File: config.mk
export PLATFORM = sky130hd
export DESIGN_NAME = shrot_unit
export DESIGN_NICKNAME = d
export VERILOG_FILES = /design/src/rtl/shrot_pkg.sv /design/src/rtl/shrot_bitrev.sv /design/src/rtl/shrot_funnel.sv /design/src/rtl/shrot_bytenet.sv /design/src/rtl/shrot_unit.sv
export SDC_FILE = /design/constraint.sdc
export NUM_CORES = 1
export LEC_CHECK = 0
export BUFFER_PORTS_ARGS = -buffer_cell sky130_fd_sc_hd__buf_2
export CORE_MARGIN = 8
export CORE_UTILIZATION = 53
export DETAILED_ROUTE_END_ITERATION = 16
export PLACE_DENSITY = 0.77
export SYNTH_ARGS = -nofsm -noshare
export SYNTH_HDL_FRONTEND = slang
export SYNTH_HIERARCHICAL = 1
export SYNTH_SLANG_ARGS = --single-unit
File: constraint.sdc
create_clock -name vclk -period 18.19
set_clock_uncertainty 0.1 [all_clocks]
set_input_delay 3.638 -clock vclk [all_inputs]
set_output_delay 3.638 -clock vclk [all_outputs]
set_load 0.005 [all_outputs]
File: src/rtl/shrot_pkg.sv
package shrot_pkg;
   typedef enum logic [3:0] {
      OP_SRL  = 4'd0,
      OP_SLL  = 4'd1,
      OP_SRO  = 4'd2,
      OP_SLO  = 4'd3,
      OP_ROR  = 4'd4,
      OP_ROL  = 4'd5,
      OP_REV  = 4'd6,
      OP_REV8 = 4'd7,
      OP_ORCB = 4'd8
   } shrot_op_e;

   typedef enum logic [1:0] {
      SEL_SHIFT = 2'd0,
      SEL_REV8  = 2'd1,
      SEL_ORCB  = 2'd2,
      SEL_ZERO  = 2'd3
   } shrot_sel_e;
endpackage

File: src/rtl/shrot_bitrev.sv
module shrot_bitrev #(
   parameter int WIDTH = 32
) (
   input  logic             en_i,
   input  logic [WIDTH-1:0] d_i,
   output logic [WIDTH-1:0] q_o
);
   logic [WIDTH-1:0] flipped;

   for (genvar b = 0; b < WIDTH; b++) begin : g_flip
      assign flipped[b] = d_i[WIDTH-1-b];
   end

   assign q_o = en_i ? flipped : d_i;
endmodule

File: src/rtl/shrot_funnel.sv
module shrot_funnel #(
   parameter int WIDTH = 32,
   localparam int AMT_W = $clog2(WIDTH),
   localparam int DBL_W = 2 * WIDTH
) (
   input  logic [WIDTH-1:0] hi_i,
   input  logic [WIDTH-1:0] lo_i,
   input  logic [AMT_W-1:0] amt_i,
   output logic [WIDTH-1:0] q_o
);
   logic [DBL_W-1:0] stage [AMT_W+1];

   assign stage[0] = {hi_i, lo_i};

   for (genvar s = 0; s < AMT_W; s++) begin : g_stage
      localparam int STEP = 1 << s;
      assign stage[s+1] = amt_i[s] ? (stage[s] >> STEP) : stage[s];
   end

   logic [WIDTH-1:0] unused_top;
   assign unused_top = stage[AMT_W][DBL_W-1:WIDTH];
   assign q_o        = stage[AMT_W][WIDTH-1:0];
endmodule

File: src/rtl/shrot_bytenet.sv
module shrot_bytenet #(
   parameter int WIDTH = 32,
   localparam int NB = WIDTH / 8
) (
   input  logic [WIDTH-1:0] d_i,
   output logic [WIDTH-1:0] swap_o,
   output logic [WIDTH-1:0] orc_o
);
   for (genvar k = 0; k < NB; k++) begin : g_byte
      assign swap_o[8*k +: 8] = d_i[8*(NB-1-k) +: 8];
      assign orc_o[8*k +: 8]  = {8{|d_i[8*k +: 8]}};
   end
endmodule

File: src/rtl/shrot_unit.sv
module shrot_unit #(
   parameter int WIDTH      = 32,
   parameter int AMT_PORT_W = 8,
   localparam int AMT_W     = $clog2(WIDTH)
) (
   input  logic [WIDTH-1:0]      opnd_i,
   input  logic [AMT_PORT_W-1:0] amt_i,
   input  logic [3:0]            op_i,
   output logic [WIDTH-1:0]      res_o
);
   import shrot_pkg::*;

   if ((WIDTH < 8) || (WIDTH % 8 != 0) || ((WIDTH & (WIDTH - 1)) != 0)) begin : g_bad_width
      $error("shrot_unit: WIDTH must be a power of two and at least 8");
   end
   if (AMT_PORT_W < AMT_W) begin : g_bad_amt
      $error("shrot_unit: AMT_PORT_W is narrower than log2(WIDTH)");
   end

   if (AMT_PORT_W > AMT_W) begin : g_amt_spare
      logic unused_amt_hi;
      assign unused_amt_hi = ^amt_i[AMT_PORT_W-1:AMT_W];
   end

   logic             rev_in, rev_out, fill_ones, rotate, amt_kill;
   shrot_sel_e       sel;
   logic [AMT_W-1:0] amt_eff;
   logic [WIDTH-1:0] opnd_oriented, upper_half, shifted, shift_res;
   logic [WIDTH-1:0] swap_res, orc_res;

   always_comb begin
      rev_in    = 1'b0;
      rev_out   = 1'b0;
      fill_ones = 1'b0;
      rotate    = 1'b0;
      amt_kill  = 1'b0;
      sel       = SEL_SHIFT;
      case (op_i)
         OP_SRL:  ;
         OP_SLL:  begin rev_in = 1'b1; rev_out = 1'b1; end
         OP_SRO:  fill_ones = 1'b1;
         OP_SLO:  begin rev_in = 1'b1; rev_out = 1'b1; fill_ones = 1'b1; end
         OP_ROR:  rotate = 1'b1;
         OP_ROL:  begin rev_in = 1'b1; rev_out = 1'b1; rotate = 1'b1; end
         OP_REV:  begin rev_in = 1'b1; amt_kill = 1'b1; end
         OP_REV8: sel = SEL_REV8;
         OP_ORCB: sel = SEL_ORCB;
         default: sel = SEL_ZERO;
      endcase
   end

   assign amt_eff = amt_kill ? '0 : amt_i[AMT_W-1:0];

   shrot_bitrev #(.WIDTH(WIDTH)) i_rev_in (
      .en_i (rev_in),
      .d_i  (opnd_i),
      .q_o  (opnd_oriented)
   );

   always_comb begin
      if (rotate)         upper_half = opnd_oriented;
      else if (fill_ones) upper_half = '1;
      else                upper_half = '0;
   end

   shrot_funnel #(.WIDTH(WIDTH)) i_funnel (
      .hi_i  (upper_half),
      .lo_i  (opnd_oriented),
      .amt_i (amt_eff),
      .q_o   (shifted)
   );

   shrot_bitrev #(.WIDTH(WIDTH)) i_rev_out (
      .en_i (rev_out),
      .d_i  (shifted),
      .q_o  (shift_res)
   );

   shrot_bytenet #(.WIDTH(WIDTH)) i_bytes (
      .d_i    (opnd_i),
      .swap_o (swap_res),
      .orc_o  (orc_res)
   );

   always_comb begin
      unique case (sel)
         SEL_SHIFT: res_o = shift_res;
         SEL_REV8:  res_o = swap_res;
         SEL_ORCB:  res_o = orc_res;
         default:   res_o = '0;
      endcase
   end
endmodule

==> metrics.yaml, run 1 <==
dp_hpwl_mm: 17.5
seq_area_um2: 0
drtIter0Drc: 647
stdcell_count: 726
final.period_utilization_pct: 70.4
tightest_slew_ns: 1.09
place.gp.congestion: 1.04
wl_per_cell_um: 30.0
crit_type: "in2out"
area_delta_synth_final_pct: -3.57
synthCells: 620
grt_overflow: 0
die_h_um: 121
clock_buffers: 0
p_leak_nw: 2.51
powerDensity_mw_per_mm2: 42.6
fin_setup_tns_ns: 0
max_freq_ghz: 0.0780
path_max_fanout: 38
totalWireLength_mm: 21.8
crit_path_start_kind: "input port"
drv_slew: 0
via_per_inst: 7.51
syn-num-nets: 664
finalSetupViolations: 0
drive_gt1_share_pct: 41.0
route.detailed.drc: 0
fp-row-count: 38
maxCapViolCount: 0
hold_viol_final: 0
floorplan.initialDensity_pct: 53.9
cp_cell_sequence: "buf_2, and3b_2, or2_2, mux2_4, a21o_1, mux4_1, mux2_2, mux2i_1, o221ai_1, mux2_4, nor3b_1, a221o_1, buf_2"
pin_count: 76
crit_slowest_cell: "and3b_2"
hp-class: "in2out"
ir_drop_v: 0.0000272
crit_path_max_incr_delay_ns: 0.98
drtAntennaViolNets: 0
relSlewSlack_pct: 27.4
cp.arrival_ns: 9.08
min_period_ns: 12.81
nets: 632
drt-pass1-iter-count: 8
grt_max_degree: 65
portBuffers: 73
antenna_cells: 0
crit_required_ns: 14.45
antenna_found_initial: 2
outcome: "completed"
ys_warn_count: 6
fin_util_pct: 51.9
post-cts-setup-buffer-count: 0
seq_cells: 0
die_x_um: 121
cts_hold_buf: 0
cts-resized-gates: 0
grt_pass1_wl_mm: 32.2
track_usage_pct: 28.3
syn-cell-area_mm2: 0.00579
coreArea_mm2: 0.0107
vias: 5452
setup.worst_path.end_class: "output pin"
setup_slack_ns: 5.38
die-area_mm2: 0.0145
rsz0062_at_grt: "no"
dpl.cell_count: 726
place_ws_ns: 5.46
synth.avg_cell_area_um2: 9.34
grt_pass1_vias: 5087
[placed cells by master (no fill, tap or decap), types with 6 or more instances in the layout]
cell type,count
buf_2,73
mux2i_1,67
mux2_4,62
mux2_2,53
nor3b_1,32
a221o_1,32
a21o_1,31
nand2_1,24
mux4_2,24
nor2_1,18
a22oi_1,17
o221ai_1,16
o22a_1,16
a2bb2oi_1,15
buf_4,11
nand3_1,9
o22ai_1,9
nor4_1,8
nor2b_1,6
o211ai_1,6
[final timing paths]
check	startpoint	to	slack, ns	depth (start not counted)
setup / recovery	op_i[3]	res_o[22]	5.38	13
hold / removal	opnd_i[17]	res_o[9]	7.52	3
[critical path: cells and delay by family]
| kind | cells | cell delay (ns) |
|---|---|---|
| AO/OA/AOI/OAI | 3 | 0.88 |
| AND/OR/NAND/NOR | 3 | 2.09 |
| buffers and inverters | 2 | 0.44 |
| multiplexers | 5 | 2.00 |
[cell type report]
type / count / area [um^2]
Inverter: 3 / 11.3
Fill cell: 1028 / 5160
Tap cell: 140 / 175
Timing Repair Buffer: 84 / 448
Multi-Input combinational cell: 499 / 4950
[metrics by stage]
step           area (um^2)  power (mW)  hold slack, ns
4_1_cts               5580       0.233            7.53
5_1_grt               5580       0.249            7.54
2_1_floorplan         5790       0.172            7.39
3_5_place_dp          5580       0.232            7.53
6_report              5580       0.238            7.52
3_3_place_gp          5580       0.231            7.52
[per-layer routing]
metal	part of all wire, %	track usage, %	up-vias
li1	-	-	2381
met1	42	38.1	2699
met2	47	46.9	317
met3	8.7	3.31	53
met4	3.0	7.18	2
met5	0.055	0	-
[where the power goes]
| group | switching, mW | leakage, nW | internal (mW) | total, mW |
|---|---|---|---|---|
| registers | 0 | 0 | 0 | 0 |
| clock network | 0 | 0 | 0 | 0 |
| logic | 0.127 | 2.51 | 0.111 | 0.238 |
(Power assumes the default switching activity.)
==> run 2, diff against run 1 <==
--- a/config.mk
+++ b/config.mk
@@ -5,6 +5,7 @@
 export SDC_FILE = /design/constraint.sdc
 export NUM_CORES = 1
 export LEC_CHECK = 0
+export ABC_AREA = 1
 export BUFFER_PORTS_ARGS = -buffer_cell sky130_fd_sc_hd__buf_2
 export CORE_MARGIN = 8
 export CORE_UTILIZATION = 53
==> constraint.sdc (replaced) <==
create_clock -name vclk -period 12.2
set_clock_uncertainty 0.1 [all_clocks]
set_input_delay 2.44 -clock vclk [all_inputs]
set_output_delay 2.44 -clock vclk [all_outputs]
set_load 0.005 [all_outputs]
==> run 2 against run 1 <==
First-iteration DRC count rose by 83%. Synthesized cell count rose by 95%. Total power rose by 23%. Worst setup slack got worse by 2.8 ns. Final area fell by 5.0%. Critical path depth rose by 9. Sequential cell count did not move. Worst hold slack got worse by 2.4 ns. Non-clock buffer count fell by 2. Area after synthesis fell by 0.76%. Via count rose by 43%. Largest power group unchanged.
==> metrics.yaml, run 2 <==
outcome: "completed"
hp-class: "in2out"
place.gp.congestion: 1.05
nets: 1181
rsz0062_at_grt: "no"
min_period_ns: 9.67
clock_buffers: 0
die_h_um: 120
max_freq_ghz: 0.103
portBuffers: 73
fp-row-count: 38
finalSetupViolations: 0
totalWireLength_mm: 22.6
post-cts-setup-buffer-count: 0
drt-pass1-iter-count: 6
cts_hold_buf: 0
die-area_mm2: 0.0144
crit_path_max_incr_delay_ns: 0.78
area_delta_synth_final_pct: -7.67
synthCells: 1206
p_leak_nw: 3.04
drtAntennaViolNets: 0
drive_gt1_share_pct: 10.6
cp-startpoint: "op_i[1]"
ys_warn_count: 6
dp_hpwl_mm: 16.8
powerDensity_mw_per_mm2: 55.4
vias: 7800
seq_cells: 0
drtIter0Drc: 1186
path_max_fanout: 33
drv_slew: 0
final_common_cell: "nand3_1"
route.detailed.drc: 0
grt_max_degree: 65
antenna_found_initial: 0
grt_overflow: 0
cp.arrival_ns: 7.13
place_ws_ns: 2.71
crit_path_start_kind: "input port"
syn-cell-area_mm2: 0.00574
critPathMostFrequentCell: "nand2_1"
seq_area_um2: 0
tightest_slew_ns: 1.23
coreArea_mm2: 0.0107
grt_pass1_vias: 6586
cp_cell_sequence: "buf_2, clkinv_1, o211ai_1, nand2_1, inv_8, nand2_1, nand2_1, nand3_1, nand2_1, nand2_1, nand3_1, nand2_1, nand2_1, nand3_1, nand2_1, nand2_1, nand2_1, nand2_1, nand2_1, nand3_1, nand3_1, buf_2"
hold_viol_final: 0
final.period_utilization_pct: 79.3
critPathBufInv: 4
floorplan.initialDensity_pct: 53.7
crit_required_ns: 9.66
relSlewSlack_pct: 17.6
cts-resized-gates: 0
layout_common_cells: "491 x nand3_1, 467 x nand2_1, 73 x buf_2"
wl_per_cell_um: 17.7
antenna_cells: 0
crit_type: "in2out"
synth.avg_cell_area_um2: 4.76
setup.worst_path.end_class: "output pin"
syn-num-nets: 1250
ir_drop_v: 0.0000447
pin_count: 76
maxCapViolCount: 0
path_delay_family: "simple AND/OR/NAND/NOR gates"
setup_slack_ns: 2.53
die_x_um: 120
track_usage_pct: 29.7
hp-start: "opnd_i[9]"
grt_pass1_wl_mm: 35.3
via_per_inst: 6.12
crit_slowest_cell: "nand2_1"
fin_setup_tns_ns: 0
run 2: final timing paths:
path  slack (ns)  depth (start not counted)   endpoint
min         5.13                          4  res_o[17]
max         2.53                         22   res_o[0]
run 2: power breakdown:
group | internal (mW) | switching [mW] | total (mW)
sequential | 0 | 0 | 0
clock | 0 | 0 | 0
combinational | 0.0890 | 0.205 | 0.294
total | 0.0890 | 0.205 | 0.294
run 2: final cells by class:
| class | instances | area, um^2 |
|---|---|---|
| fillers | 1269 | 5390 |
| well taps | 140 | 175 |
| repair buffers | 82 | 433 |
| multi-input cells | 1000 | 4480 |
| inverters | 53 | 219 |
run 2: per-layer routing:
layer,vias up,global-route usage [%],wire length [um]
met1,3431,39.7,9070
met5,-,0,0
li1,3782,-,-
met4,0,12.2,1060
met2,517,46.9,9640
met3,70,3.99,2790
run 2: per-stage QoR:
step                instances  cell area (um^2)  utilization [%]  total power [mW]  hold WS, ns
floorplan                1206              5740                -             0.219         4.95
global placement         1275              5300             49.6             0.282         5.13
detailed placement       1275              5300             49.6             0.284         5.13
CTS                      1275              5300             49.6             0.285         5.14
global route             1275              5300             49.6             0.322         5.17
finish                   1275              5300             49.6             0.294         5.13
==> run 3, diff against run 2 <==
--- a/config.mk
+++ b/config.mk
@@ -10,7 +10,7 @@
 export CORE_MARGIN = 8
 export CORE_UTILIZATION = 53
 export DETAILED_ROUTE_END_ITERATION = 16
-export PLACE_DENSITY = 0.77
+export PLACE_DENSITY = 0.8
 export SYNTH_ARGS = -nofsm -noshare
 export SYNTH_HDL_FRONTEND = slang
 export SYNTH_HIERARCHICAL = 1
==> constraint.sdc (replaced) <==
create_clock -name vclk -period 8.5
set_clock_uncertainty 0.1 [all_clocks]
set_input_delay 1.7 -clock vclk [all_inputs]
set_output_delay 1.7 -clock vclk [all_outputs]
set_load 0.005 [all_outputs]
==> run 3 against run 2 <==
Sequential share of layout area is the same. Total power grew 46%. First-iteration DRC count grew 13%. Combinational power grew 46%. Largest power group unchanged.
==> metrics.yaml, run 3 (synthesis results as in run 2) <==
grt_pass1_vias: 6521
tightest_slew_ns: 1.17
area_delta_synth_final_pct: -7.06
crit_path_start_kind: "input port"
pwr-share-comb_pct: 100.0
outcome: "completed"
fp-row-count: 38
internal_power_mw: 0.129
critPathMostFrequentCell: "nand2_1"
setup.worst_path.end_class: "output pin"
maxCapViolCount: 0
crit_slowest_cell: "inv_2"
drtIter0Drc: 1336
portBuffers: 73
antenna_found_initial: 0
relSlewSlack_pct: 22.2
cts_hold_buf: 0
p_leak_nw: 3.06
wl_per_cell_um: 17.8
hold_viol_final: 0
totalWireLength_mm: 22.8
coreArea_mm2: 0.0107
cp.arrival_ns: 5.29
drive_gt1_share_pct: 10.9
floorplan.initialDensity_pct: 53.7
antenna_cells: 0
path_max_fanout: 36
ir_drop_v: 0.0000796
grt_pass1_wl_mm: 35.8
pin_count: 76
final_common_cell: "nand3_1"
die-area_mm2: 0.0144
nets: 1186
dp_hpwl_mm: 16.9
cts-resized-gates: 0
rsz0062_at_grt: "no"
vias: 7818
cp_cell_sequence: "buf_2, inv_2, nand2_1, nor3_2, buf_4, inv_1, nand2_1, buf_4, inv_8, nand2_2, nand2_1, nand3_1, nand2_1, nand2_1, nand3_1, nand3_1, nand3_1, nand3_1, nand2_1, nand2_1, nand2_1, nand3_1, nand3_1, buf_2"
sw_frac_of_total_pct: 70.0
route.detailed.drc: 0
crit_type: "in2out"
grt_max_degree: 64
crit_path_max_incr_delay_ns: 0.43
seq_cells: 0
grt_overflow: 0
seqPwrFrac_pct: 0
die_h_um: 120
drt-pass1-iter-count: 7
post-cts-setup-buffer-count: 0
track_usage_pct: 30.2
via_per_inst: 6.11
drtAntennaViolNets: 0
finalSetupViolations: 0
layout_common_cells: "491 x nand3_1, 467 x nand2_1, 73 x buf_2"
pwr-share-clk_pct: 0
drv_slew: 0
powerDensity_mw_per_mm2: 80.3
max_freq_ghz: 0.141
seq_area_um2: 0
fin_setup_tns_ns: 0
min_period_ns: 7.09
timing.hold.ws_ns: 3.66
netSwitchingPower_mw: 0.300
final.period_utilization_pct: 83.4
die_x_um: 120
crit_required_ns: 6.70
hp-class: "in2out"
place.gp.congestion: 1.06
clock_buffers: 0
[run 3: cell count changes in the layout (fill, tap and decap cells not counted)]
cell    before  now
buf_4        9   14
nor2_1       8    9
nor2_2       5    4
[run 3: area by class of cell]
cell class / count / area, um^2
tap: 140 / 175
multi-input combinational: 1000 / 4470
timing repair buffer: 87 / 470
inverter: 53 / 219
fill: 1246 / 5360
[run 3: worst max-delay path: cells and delay by family]
kind                   cells  cell delay (ns)
AND/OR/NAND/NOR           17             2.10
buffers and inverters      7             1.48
[run 3: worst paths after layout]
check,startpoint,cells past startpoint,endpoint
setup / recovery,op_i[3],24,res_o[24]
hold / removal,opnd_i[13],4,res_o[21]
[run 3: per-stage QoR]
stage / instance area (um^2) / setup slack, ns / instances / utilization (%) / total power, mW
floorplan: 5740 / 3.07 / 1206 / - / 0.314
global placement: 5340 / 1.56 / 1280 / 49.9 / 0.413
detailed placement: 5340 / 1.53 / 1280 / 49.9 / 0.415
CTS: 5340 / 1.52 / 1280 / 49.9 / 0.416
global route: 5340 / 1.07 / 1280 / 49.9 / 0.471
finish: 5340 / 1.41 / 1280 / 49.9 / 0.428
[run 3: routing by layer]
layer | global-route usage (%) | up-vias | share of wire (%) | wire (um)
met2 | 45.0 | 547 | 41 | 9370
met5 | 0 | - | 0 | 0
met1 | 41.1 | 3392 | 40 | 9090
met4 | 15.1 | 0 | 5.9 | 1350
li1 | - | 3798 | - | -
met3 | 5.12 | 81 | 13 | 3000
[run 3: power by group through the flow]
| stage | Sequential (mW) | Combinational, mW | Clock, mW |
|---|---|---|---|
| CTS | 0 | 0.416 | 0 |
| finish | 0 | 0.428 | 0 |
| global placement | 0 | 0.413 | 0 |
| detailed placement | 0 | 0.415 | 0 |
| global route | 0 | 0.471 | 0 |
| floorplan | 0 | 0.314 | 0 |
